$ cat config.mk
export PLATFORM = sky130hd
export DESIGN_NAME = dbuf_regbank
export DESIGN_NICKNAME = d
export VERILOG_FILES = /design/src/rtl/dbuf_pkg.sv /design/src/rtl/dbuf_pin_edge.sv /design/src/rtl/dbuf_ctrl.sv /design/src/rtl/dbuf_store.sv /design/src/rtl/dbuf_regbank.sv
export SDC_FILE = /design/constraint.sdc
export NUM_CORES = 1
export LEC_CHECK = 0
export BUFFER_PORTS_ARGS = -buffer_cell sky130_fd_sc_hd__buf_2
export CORE_MARGIN = 2
export CORE_UTILIZATION = 48
export DETAILED_ROUTE_END_ITERATION = 8
export HOLD_SLACK_MARGIN = 0.05
export PLACE_DENSITY = 0.7
export SYNTH_ARGS = -nofsm -noshare
export SYNTH_HDL_FRONTEND = slang
export SYNTH_SLANG_ARGS = --single-unit
$ cat constraint.sdc
create_clock -name clk -period 2.5 [get_ports clk]
set_input_delay 0.25 -clock clk [delete_from_list [all_inputs] [get_ports clk]]
set_output_delay 0.25 -clock clk [all_outputs]
set_load 0.1 [all_outputs]
$ cat src/rtl/dbuf_pkg.sv
package dbuf_pkg;
  localparam int REG_CFG   = 'h00;
  localparam int REG_RDSEL = 'h04;
  localparam int REG_UPD   = 'h05;

  typedef enum logic {RB_BUFFERED = 1'b0, RB_ACTIVE = 1'b1} rb_src_e;

  function automatic logic [31:0] entry_default(int idx);
    return 32'hA0 + 32'(idx);
  endfunction
endpackage

$ cat src/rtl/dbuf_pin_edge.sv
module dbuf_pin_edge #(
  parameter int STAGES = 2
) (
  input  logic clk,
  input  logic rst,
  input  logic pin_i,
  output logic pulse_o
);
  logic [STAGES-1:0] sync_q;
  logic              prev_q;

  always_ff @(posedge clk) begin
    if (rst) begin
      sync_q <= '0;
      prev_q <= 1'b0;
    end else begin
      sync_q <= {sync_q[STAGES-2:0], pin_i};
      prev_q <= sync_q[STAGES-1];
    end
  end

  assign pulse_o = sync_q[STAGES-1] & ~prev_q;

  // one rising edge never yields a pulse two cycles running
  p_pin_one_pulse_r8: assert property (@(posedge clk) disable iff (rst)
    pulse_o |=> !pulse_o);
endmodule

$ cat src/rtl/dbuf_ctrl.sv
module dbuf_ctrl #(
  parameter int ADDR_W = 13,
  parameter int DATA_W = 8
) (
  input  logic              clk,
  input  logic              rst,
  input  logic              wr_en,
  input  logic [ADDR_W-1:0] wr_addr,
  input  logic [DATA_W-1:0] wr_data,
  input  logic              pin_pulse,
  output logic [DATA_W-1:0] cfg_q,
  output logic [DATA_W-1:0] rdsel_q,
  output logic              upd_bit,
  output logic              upd_fire
);
  import dbuf_pkg::*;
  localparam logic [ADDR_W-1:0] A_CFG   = ADDR_W'(REG_CFG);
  localparam logic [ADDR_W-1:0] A_RDSEL = ADDR_W'(REG_RDSEL);
  localparam logic [ADDR_W-1:0] A_UPD   = ADDR_W'(REG_UPD);

  logic set_upd;
  assign set_upd = wr_en && (wr_addr == A_UPD) && wr_data[0];

  always_ff @(posedge clk) begin
    if (rst) begin
      cfg_q   <= '0;
      rdsel_q <= '0;
      upd_bit <= 1'b0;
    end else begin
      if (wr_en && wr_addr == A_CFG)   cfg_q   <= wr_data;
      if (wr_en && wr_addr == A_RDSEL) rdsel_q <= wr_data;
      upd_bit <= set_upd;
    end
  end

  assign upd_fire = upd_bit | (pin_pulse & rdsel_q[1]);

  // the update bit never survives past the cycle after it was set
  p_selfclear_r3: assert property (@(posedge clk) disable iff (rst)
    (upd_bit && !set_upd) |=> !upd_bit);
endmodule

$ cat src/rtl/dbuf_store.sv
module dbuf_store #(
  parameter int DATA_W  = 8,
  parameter int NUM_BUF = 8,
  parameter int IDX_W   = 3
) (
  input  logic                      clk,
  input  logic                      rst,
  input  logic                      wr_en,
  input  logic [IDX_W-1:0]          wr_idx,
  input  logic [DATA_W-1:0]         wr_data,
  input  logic                      upd_i,
  output logic [NUM_BUF*DATA_W-1:0] shad_flat,
  output logic [NUM_BUF*DATA_W-1:0] act_flat
);
  import dbuf_pkg::*;

  for (genvar g = 0; g < NUM_BUF; g++) begin : g_entry
    localparam logic [DATA_W-1:0] DFLT = DATA_W'(entry_default(g));
    logic [DATA_W-1:0] sh_q, ac_q;
    always_ff @(posedge clk) begin
      if (rst) begin
        sh_q <= DFLT;
        ac_q <= DFLT;
      end else begin
        if (wr_en && wr_idx == IDX_W'(g)) sh_q <= wr_data;
        if (upd_i) ac_q <= sh_q;
      end
    end
    assign shad_flat[g*DATA_W +: DATA_W] = sh_q;
    assign act_flat[g*DATA_W +: DATA_W]  = ac_q;
  end

  // the active copy stays put without an update
  p_active_hold_r2: assert property (@(posedge clk) disable iff (rst)
    !upd_i |=> $stable(act_flat));
  // an update moves the whole buffered copy at once
  p_atomic_copy_r4: assert property (@(posedge clk) disable iff (rst)
    upd_i |=> act_flat == $past(shad_flat));
endmodule

$ cat src/rtl/dbuf_regbank.sv
module dbuf_regbank #(
  parameter int ADDR_W   = 13,
  parameter int DATA_W   = 8,
  parameter int NUM_BUF  = 8,
  parameter int BUF_BASE = 'h10,
  parameter int SYNC_N   = 2
) (
  input  logic                      clk,
  input  logic                      rst,
  input  logic                      wr_en,
  input  logic [ADDR_W-1:0]         wr_addr,
  input  logic [DATA_W-1:0]         wr_data,
  input  logic                      rd_en,
  input  logic [ADDR_W-1:0]         rd_addr,
  output logic [DATA_W-1:0]         rd_data,
  output logic                      rd_valid,
  input  logic                      upd_pin,
  output logic [DATA_W-1:0]         cfg_o,
  output logic [NUM_BUF*DATA_W-1:0] act_o
);
  import dbuf_pkg::*;
  localparam int IDX_W = (NUM_BUF > 1) ? $clog2(NUM_BUF) : 1;
  localparam logic [ADDR_W-1:0] A_BASE  = ADDR_W'(BUF_BASE);
  localparam logic [ADDR_W-1:0] A_CNT   = ADDR_W'(NUM_BUF);
  localparam logic [ADDR_W-1:0] A_CFG   = ADDR_W'(REG_CFG);
  localparam logic [ADDR_W-1:0] A_RDSEL = ADDR_W'(REG_RDSEL);
  localparam logic [ADDR_W-1:0] A_UPD   = ADDR_W'(REG_UPD);

  logic                      pin_pulse, upd_bit, upd_fire;
  logic [DATA_W-1:0]         cfg_q, rdsel_q;
  logic [NUM_BUF*DATA_W-1:0] shad_flat, act_flat;
  logic [ADDR_W-1:0]         wr_off, rd_off;
  logic                      wr_hit, rd_hit, rd_mapped;
  logic [IDX_W-1:0]          rd_idx;
  logic [DATA_W-1:0]         rd_mux;
  rb_src_e                   rb_src;

  assign wr_off = wr_addr - A_BASE;
  assign rd_off = rd_addr - A_BASE;
  assign wr_hit = (wr_addr >= A_BASE) && (wr_off < A_CNT);
  assign rd_hit = (rd_addr >= A_BASE) && (rd_off < A_CNT);
  assign rd_idx = rd_off[IDX_W-1:0];
  assign rb_src = rb_src_e'(rdsel_q[0]);

  dbuf_pin_edge #(.STAGES(SYNC_N)) i_pin (
    .clk(clk), .rst(rst), .pin_i(upd_pin), .pulse_o(pin_pulse));

  dbuf_ctrl #(.ADDR_W(ADDR_W), .DATA_W(DATA_W)) i_ctrl (
    .clk(clk), .rst(rst), .wr_en(wr_en), .wr_addr(wr_addr),
    .wr_data(wr_data), .pin_pulse(pin_pulse), .cfg_q(cfg_q),
    .rdsel_q(rdsel_q), .upd_bit(upd_bit), .upd_fire(upd_fire));

  dbuf_store #(.DATA_W(DATA_W), .NUM_BUF(NUM_BUF), .IDX_W(IDX_W)) i_store (
    .clk(clk), .rst(rst), .wr_en(wr_en && wr_hit),
    .wr_idx(wr_off[IDX_W-1:0]), .wr_data(wr_data), .upd_i(upd_fire),
    .shad_flat(shad_flat), .act_flat(act_flat));

  always_comb begin
    rd_mux    = '0;
    rd_mapped = 1'b1;
    if (rd_addr == A_CFG)        rd_mux = cfg_q;
    else if (rd_addr == A_RDSEL) rd_mux = rdsel_q;
    else if (rd_addr == A_UPD)   rd_mux = {{(DATA_W-1){1'b0}}, upd_bit};
    else if (rd_hit)
      rd_mux = (rb_src == RB_ACTIVE) ? act_flat[int'(rd_idx)*DATA_W +: DATA_W]
                                     : shad_flat[int'(rd_idx)*DATA_W +: DATA_W];
    else rd_mapped = 1'b0;
  end

  always_ff @(posedge clk) begin
    if (rst) begin
      rd_data  <= '0;
      rd_valid <= 1'b0;
    end else begin
      rd_valid <= rd_en;
      if (rd_en) rd_data <= rd_mux;
    end
  end

  assign cfg_o = cfg_q;
  assign act_o = act_flat;

  // an undecoded read returns zero
  p_unmapped_zero_r10: assert property (@(posedge clk) disable iff (rst)
    (rd_en && !rd_mapped) |=> rd_data == '0);
  // every read strobe is answered on the following cycle
  p_read_valid_r11: assert property (@(posedge clk) disable iff (rst)
    rd_en |=> rd_valid);
  // with the pin disabled and no update bit, the active copy holds
  p_pin_gated_r7: assert property (@(posedge clk) disable iff (rst)
    (!rdsel_q[1] && !upd_bit) |=> $stable(act_o));
endmodule

==> Yosys cells after proc, flatten, opt, wreduce, memory -nomap -nowiden <==
Cells that the tools add are included.
{ "word_totals": {"output_inout_bits": 81, "ff_bits": 157, "word_cells": 69} }
{ "classes": {"n_reduce_logical": 18, "shifts": 2, "muxes": 5, "bitwise": 4, "eq_ne": 11, "addsub": 2, "magnitude_cmp": 4} }
{ "op_table": {"columns": ["cell", "n"], "rows": [
  ["$shiftx 64x7->8", 2],
  ["$eq 13x3->1 const B", 4],
  ["$mux 8", 5],
  ["$ge 13x5->1 const B", 2],
  ["$logic_not 13->1", 2],
  ["$lt 13x4->1 const B", 2],
  ["$sub 13x5->13 const B", 2],
  ["$logic_and 1x1->1", 15],
  ["$eq 3x3->1 const B", 4],
  ["$eq 3x2->1 const B", 2],
  ["$eq 3x1->1 const B", 1],
  ["$logic_not 3->1", 1],
  ["$and 1x1->1", 2],
  ["$not 1->1", 1],
  ["$or 1x1->1", 1]
]} }

==> Depth between registers and ports, before layout <==
{ "depth": {"ltp_word": 7, "ltp_mapped": 8, "mapped_depth_nobuf": 7} }

==> Cells and area by module <==
Synthesis repeated with hierarchy kept, for this count alone.
{ "hier_totals": {"cells_unflattened": 679, "area_unflattened_um2": 7470.9} }
{ "modules_own_cells": {"columns": ["module", "cells_each", "area_per_inst_um2", "instances"], "rows": [
  ["dbuf_store", 445, 4799.6, 1],
  ["dbuf_regbank", 156, 1785.5, 1],
  ["dbuf_ctrl", 71, 798.3, 1],
  ["dbuf_pin_edge", 7, 87.6, 1]
]} }

==> Worst setup path after synthesis <==
No wires, ideal clock.
{ "synth_timing": {"kind": "flip-flop to flip-flop", "startpoint": "register i_store.g_entry[7].ac_q[6]", "endpoint": "register rd_data[6]", "path_buffers": 0, "path_stages_with_launch": 5, "setup_time_ns": 0.133, "path_slack_ns": 0.476, "required_time_ns": 2.367, "arrival_time_ns": 1.891, "cell_sequence": "dfxtp_1 -> mux4_2 -> mux4_2 -> a22oi_1 -> a211oi_1"} }
{ "synth_via": {"elab_chain_cells": 6} }
{ "synth_lines": {"columns": ["item", "line", "rtl"], "rows": [
  ["from (decl)", "dbuf_store.sv:19", "logic [DATA_W-1:0] sh_q, ac_q;"],
  ["from (signal assigned)", "dbuf_store.sv:26", "if (upd_i) ac_q <= sh_q;"],
  ["$shiftx 64x7->8", "dbuf_regbank.sv:65", "rd_mux = (rb_src == RB_ACTIVE) ? act_flat[int'(rd_idx)*DATA_W +: DATA_W]"],
  ["$mux 8", "dbuf_regbank.sv:65", null],
  ["$mux 8", "dbuf_regbank.sv:64", "else if (rd_hit)"],
  ["$mux 8", "dbuf_regbank.sv:63", "else if (rd_addr == A_UPD) rd_mux = {{(DATA_W-1){1'b0}}, upd_bit};"],
  ["$mux 8", "dbuf_regbank.sv:62", "else if (rd_addr == A_RDSEL) rd_mux = rdsel_q;"],
  ["$mux 8", "dbuf_regbank.sv:61", "if (rd_addr == A_CFG) rd_mux = cfg_q;"],
  ["to (signal assigned)", "dbuf_regbank.sv:76", "if (rd_en) rd_data <= rd_mux;"],
  ["to (decl)", "dbuf_regbank.sv:15", "output logic [DATA_W-1:0] rd_data,"]
]} }
Every way passes these cells.
A chain may end at the register's enable or synchronous reset.

==> Final worst setup path <==
{ "layout_timing": {"startpoint": "register i_ctrl.rdsel_q[0]", "endpoint": "register rd_data[2]"} }
{ "layout_via": {"elab_chain_cells": 5} }
{ "layout_lines": {"columns": ["item", "line", "rtl"], "rows": [
  ["from (decl)", "dbuf_ctrl.sv:12", "output logic [DATA_W-1:0] rdsel_q,"],
  ["from (signal assigned)", "dbuf_ctrl.sv:31", "if (wr_en && wr_addr == A_RDSEL) rdsel_q <= wr_data;"],
  ["$mux 8", "dbuf_regbank.sv:65", null],
  ["$mux 8", "dbuf_regbank.sv:64", null],
  ["$mux 8", "dbuf_regbank.sv:63", null],
  ["$mux 8", "dbuf_regbank.sv:62", null],
  ["$mux 8", "dbuf_regbank.sv:61", null]
]} }
Every way passes these cells.

==> results.sh <==
export IMPL_finalSetupViolCount=0
export IMPL_cts_tree="yes"
export IMPL_status="finished, final reports clean"
export IMPL_grt_pass1_vias=5735
export IMPL_cts_buffer_depth=2
export IMPL_drt_pass1_iterations=5
export IMPL_ant_nets=0
export IMPL_reg2reg_to="rd_data[2]$_SDFFE_PP0P_"
export IMPL_area_growth_pct=19.4
export IMPL_vias=5913
export IMPL_ios=120
export IMPL_synth_commonest_cells="157 x dfxtp_1, 132 x nand2_1, 79 x nor2_1, 61 x mux2i_1, 39 x clkbuf_1"
export IMPL_rsz0062_at_grt="no"
export IMPL_wl_um=19200
export IMPL_routed_via_density=5.79
export IMPL_antenna_found_initial=0
export IMPL_synth_edf_count=0
export IMPL_post_synth_inst_count=727
export IMPL_cts_buffers=17
export IMPL_ir_worst_vdd_mv=0.464
export IMPL_worstSetupPathType="reg2reg"
export IMPL_avgRoutedWirePerCell_um=18.8
export IMPL_synth_most_common_cell="dfxtp_1"
export IMPL_die_h_um=125
export IMPL_p_leak_nw=3.61
export IMPL_worstSetupEndpointType="register"
export IMPL_hp_class="in2reg"
export IMPL_holdPathStages=2
export IMPL_synthTopCellsByArea="dfxtp_1 45%, mux4_2 10%, mux2i_1 8.7%, nand2_1 7.0%, nor2_1 4.2%"
export IMPL_synth_cell_types=49
export IMPL_drt_iter0_markers=590
export IMPL_reg2reg_from="i_ctrl.rdsel_q[0]$_SDFFE_PP0P_"
export IMPL_grt_use_total_pct=24.5
export IMPL_total_power_mw=5.44
export IMPL_synth_area_um2=7040
export IMPL_cts_hold_fix_buffers=0
export IMPL_n_fill_cell=1267
export IMPL_insertion_delay_ns=0.43
export IMPL_ys_ff_latch=157
export IMPL_worst_path_max_fanout=13
export IMPL_numClockSinks=157
export IMPL_fin_crit_ns=1.95
export IMPL_yosysTopAreaCell="dfxtp_1"
export IMPL_synth_async_reset_ratio_pct=0
export IMPL_r2r_setup_slack_ns=0.55
export IMPL_finalMaxSlewViolations=0
export IMPL_grt_start_max_net_pins=74
export IMPL_rows=44
export IMPL_start_kind="register"
export IMPL_layout_cells_non_filler=1022
export IMPL_pre_cts_slack_ns=0.246
export IMPL_seqCellArea_um2=3140
export IMPL_place_hpwl_um=13000
export IMPL_grt_overflow=0
export IMPL_ys_seq_area_share_pct=44.6
export IMPL_drcViolationCount=0
export IMPL_fin_ws_ns=0.551
export IMPL_antennaDiodeCount=0
export IMPL_cts_root_buf="clkbuf_16"
export IMPL_ctsResizeCount=0
export IMPL_worstMarginPinSlew_ns=0.961
export IMPL_synth_avg_cell_area_um2=9.68
export IMPL_clk_pin_slew_ns=0.07
export IMPL_grt_pass1_wl_um=30600
export IMPL_min_period_over_period_pct=78.0
export IMPL_placed_cells=993
export IMPL_start_util_pct=48.8
export IMPL_synth_warnings=0
export IMPL_relSlewSlack_pct=36.0
export IMPL_powerDensity_nw_per_um2=648
export IMPL_reg2reg_depth=6
export IMPL_clock_skew_ns=0.0102
export IMPL_worstHoldStart="upd_pin"
export IMPL_dieWidth_um=125
export IMPL_min_to="i_pin.sync_q[0]$_SDFF_PP0_"
export IMPL_dieArea_um2=15700
export IMPL_arrival_ns=2.25
export IMPL_multi_input_area_um2=3600
export IMPL_synth_top_cell_area_share_pct=44.6
export IMPL_drive_above_1_share_pct=26.3
export IMPL_nets=869
export IMPL_setup_tns_ns=0
export IMPL_synthesis_nets=768
export IMPL_cts_htree_levels=4
export IMPL_hold_violations=0
export IMPL_portBuffers=119
export IMPL_drv_cap=0
export IMPL_max_freq_ghz=0.513
export IMPL_required_ns=2.80
export IMPL_postCtsSetupRepairBufs=0
export IMPL_core_region_area_um2=14400
export IMPL_gp_congestion=0.839
export IMPL_synth_flop_cell="dfxtp_1"
-- per-stage QoR --
stage / hold slack, ns / utilization [%] / instance area [um^2]
global route: 0.107 / 58.3 / 8400
global placement: 0.455 / 54.1 / 7810
finish: 0.0790 / 58.3 / 8400
CTS: 0.0737 / 58.3 / 8400
detailed placement: 0.457 / 54.1 / 7810
floorplan: 0.330 / - / 7040
-- layout by cell type (no fill, tap or decap), types with 3 or more instances in the layout --
cell type    n
dfxtp_1    157
inv_1       15
clkbuf_16   17
clkinv_2     3
buf_4       19
nand3_1      6
nor2_1      79
nand3b_1    28
nor2b_1     14
mux4_2      32
nand2b_1     7
mux2i_1     61
o2111ai_1    5
a21oi_1     37
o21ai_0      8
mux2_2       7
o2111a_1     6
nor3_1       7
a211o_1     29
o22ai_1      6
nor4_1       3
bufinv_16    3
nand2_1    132
clkbuf_8     4
buf_2      118
-- per-layer routing --
metal	track usage, %	up-vias	part of all wire (%)
met5	0	-	0
met4	7.78	0	1.7
met3	5.31	30	7.2
met2	38.8	226	46
met1	33.7	2903	45
li1	-	2754	-
-- how the worst max path moves through the flow --
stage | slack [ns] | cells after the start | from | end
final | 0.55 | 6 | i_ctrl.rdsel_q[0]$_SDFFE_PP0P_ | rd_data[2]$_SDFFE_PP0P_
after floorplan | 0.48 | 4 | i_store.g_entry[7].ac_q[6]$_SDFFE_PP0P_ | rd_data[6]$_SDFFE_PP0P_
after CTS | 0.56 | 6 | i_ctrl.rdsel_q[0]$_SDFFE_PP0P_ | rd_data[2]$_SDFFE_PP0P_
after global placement | 0.33 | 9 | wr_addr[4] | i_store.g_entry[0].sh_q[7]$_SDFFE_PP1P_
after global routing | 0.49 | 6 | i_ctrl.rdsel_q[0]$_SDFFE_PP0P_ | rd_data[2]$_SDFFE_PP0P_
after detailed placement | 0.25 | 8 | rd_addr[4] | rd_data[7]$_SDFFE_PP0P_
-- final cells by class --
type | instances | share of cell area [%]
tap | 184 | 2.74
multi-input combinational | 498 | 42.9
timing repair buffer | 139 | 9.20
sequential | 157 | 37.4
clock buffer | 22 | 5.76
inverter | 15 | 0.670
clock inverter | 7 | 1.34
-- worst max-delay path, cell delays in order, from the launching register on --
cell	delay, ns
dfxtp_1	0.33
buf_4	0.28
mux4_2	0.58
mux2_2	0.29
nand3_1	0.10
o2111a_1	0.21
nor3_2	0.04
-- flip-flops by register name, indices dropped and copies added (netlist names) --
signal	count
i_ctrl.rdsel_q	8
i_store.g_entry.ac_q	64
i_pin.prev_q	1
i_pin.sync_q	2
i_ctrl.cfg_q	8
rd_data	8
rd_valid	1
i_store.g_entry.sh_q	64
i_ctrl.upd_bit	1
-- where the power goes --
part,internal [mW],switching (mW)
combinational,0.0962,0.198
sequential,2.51,0.00469
clock,1.65,0.981
-- logic make-up after synthesis --
family                   count (synthesis)  synth area share (%)
AO/OA/AOI/OAI                          101                  10.3
XOR/XNOR                                 2                 0.249
adder cells (fa/ha/maj)                  2                 0.355
buffers and inverters                   72                  4.39
flip-flops                             157                  44.6
multiplexers                           101                  20.4
AND/OR/NAND/NOR                        292                  19.7
(Power assumes the default switching activity.)
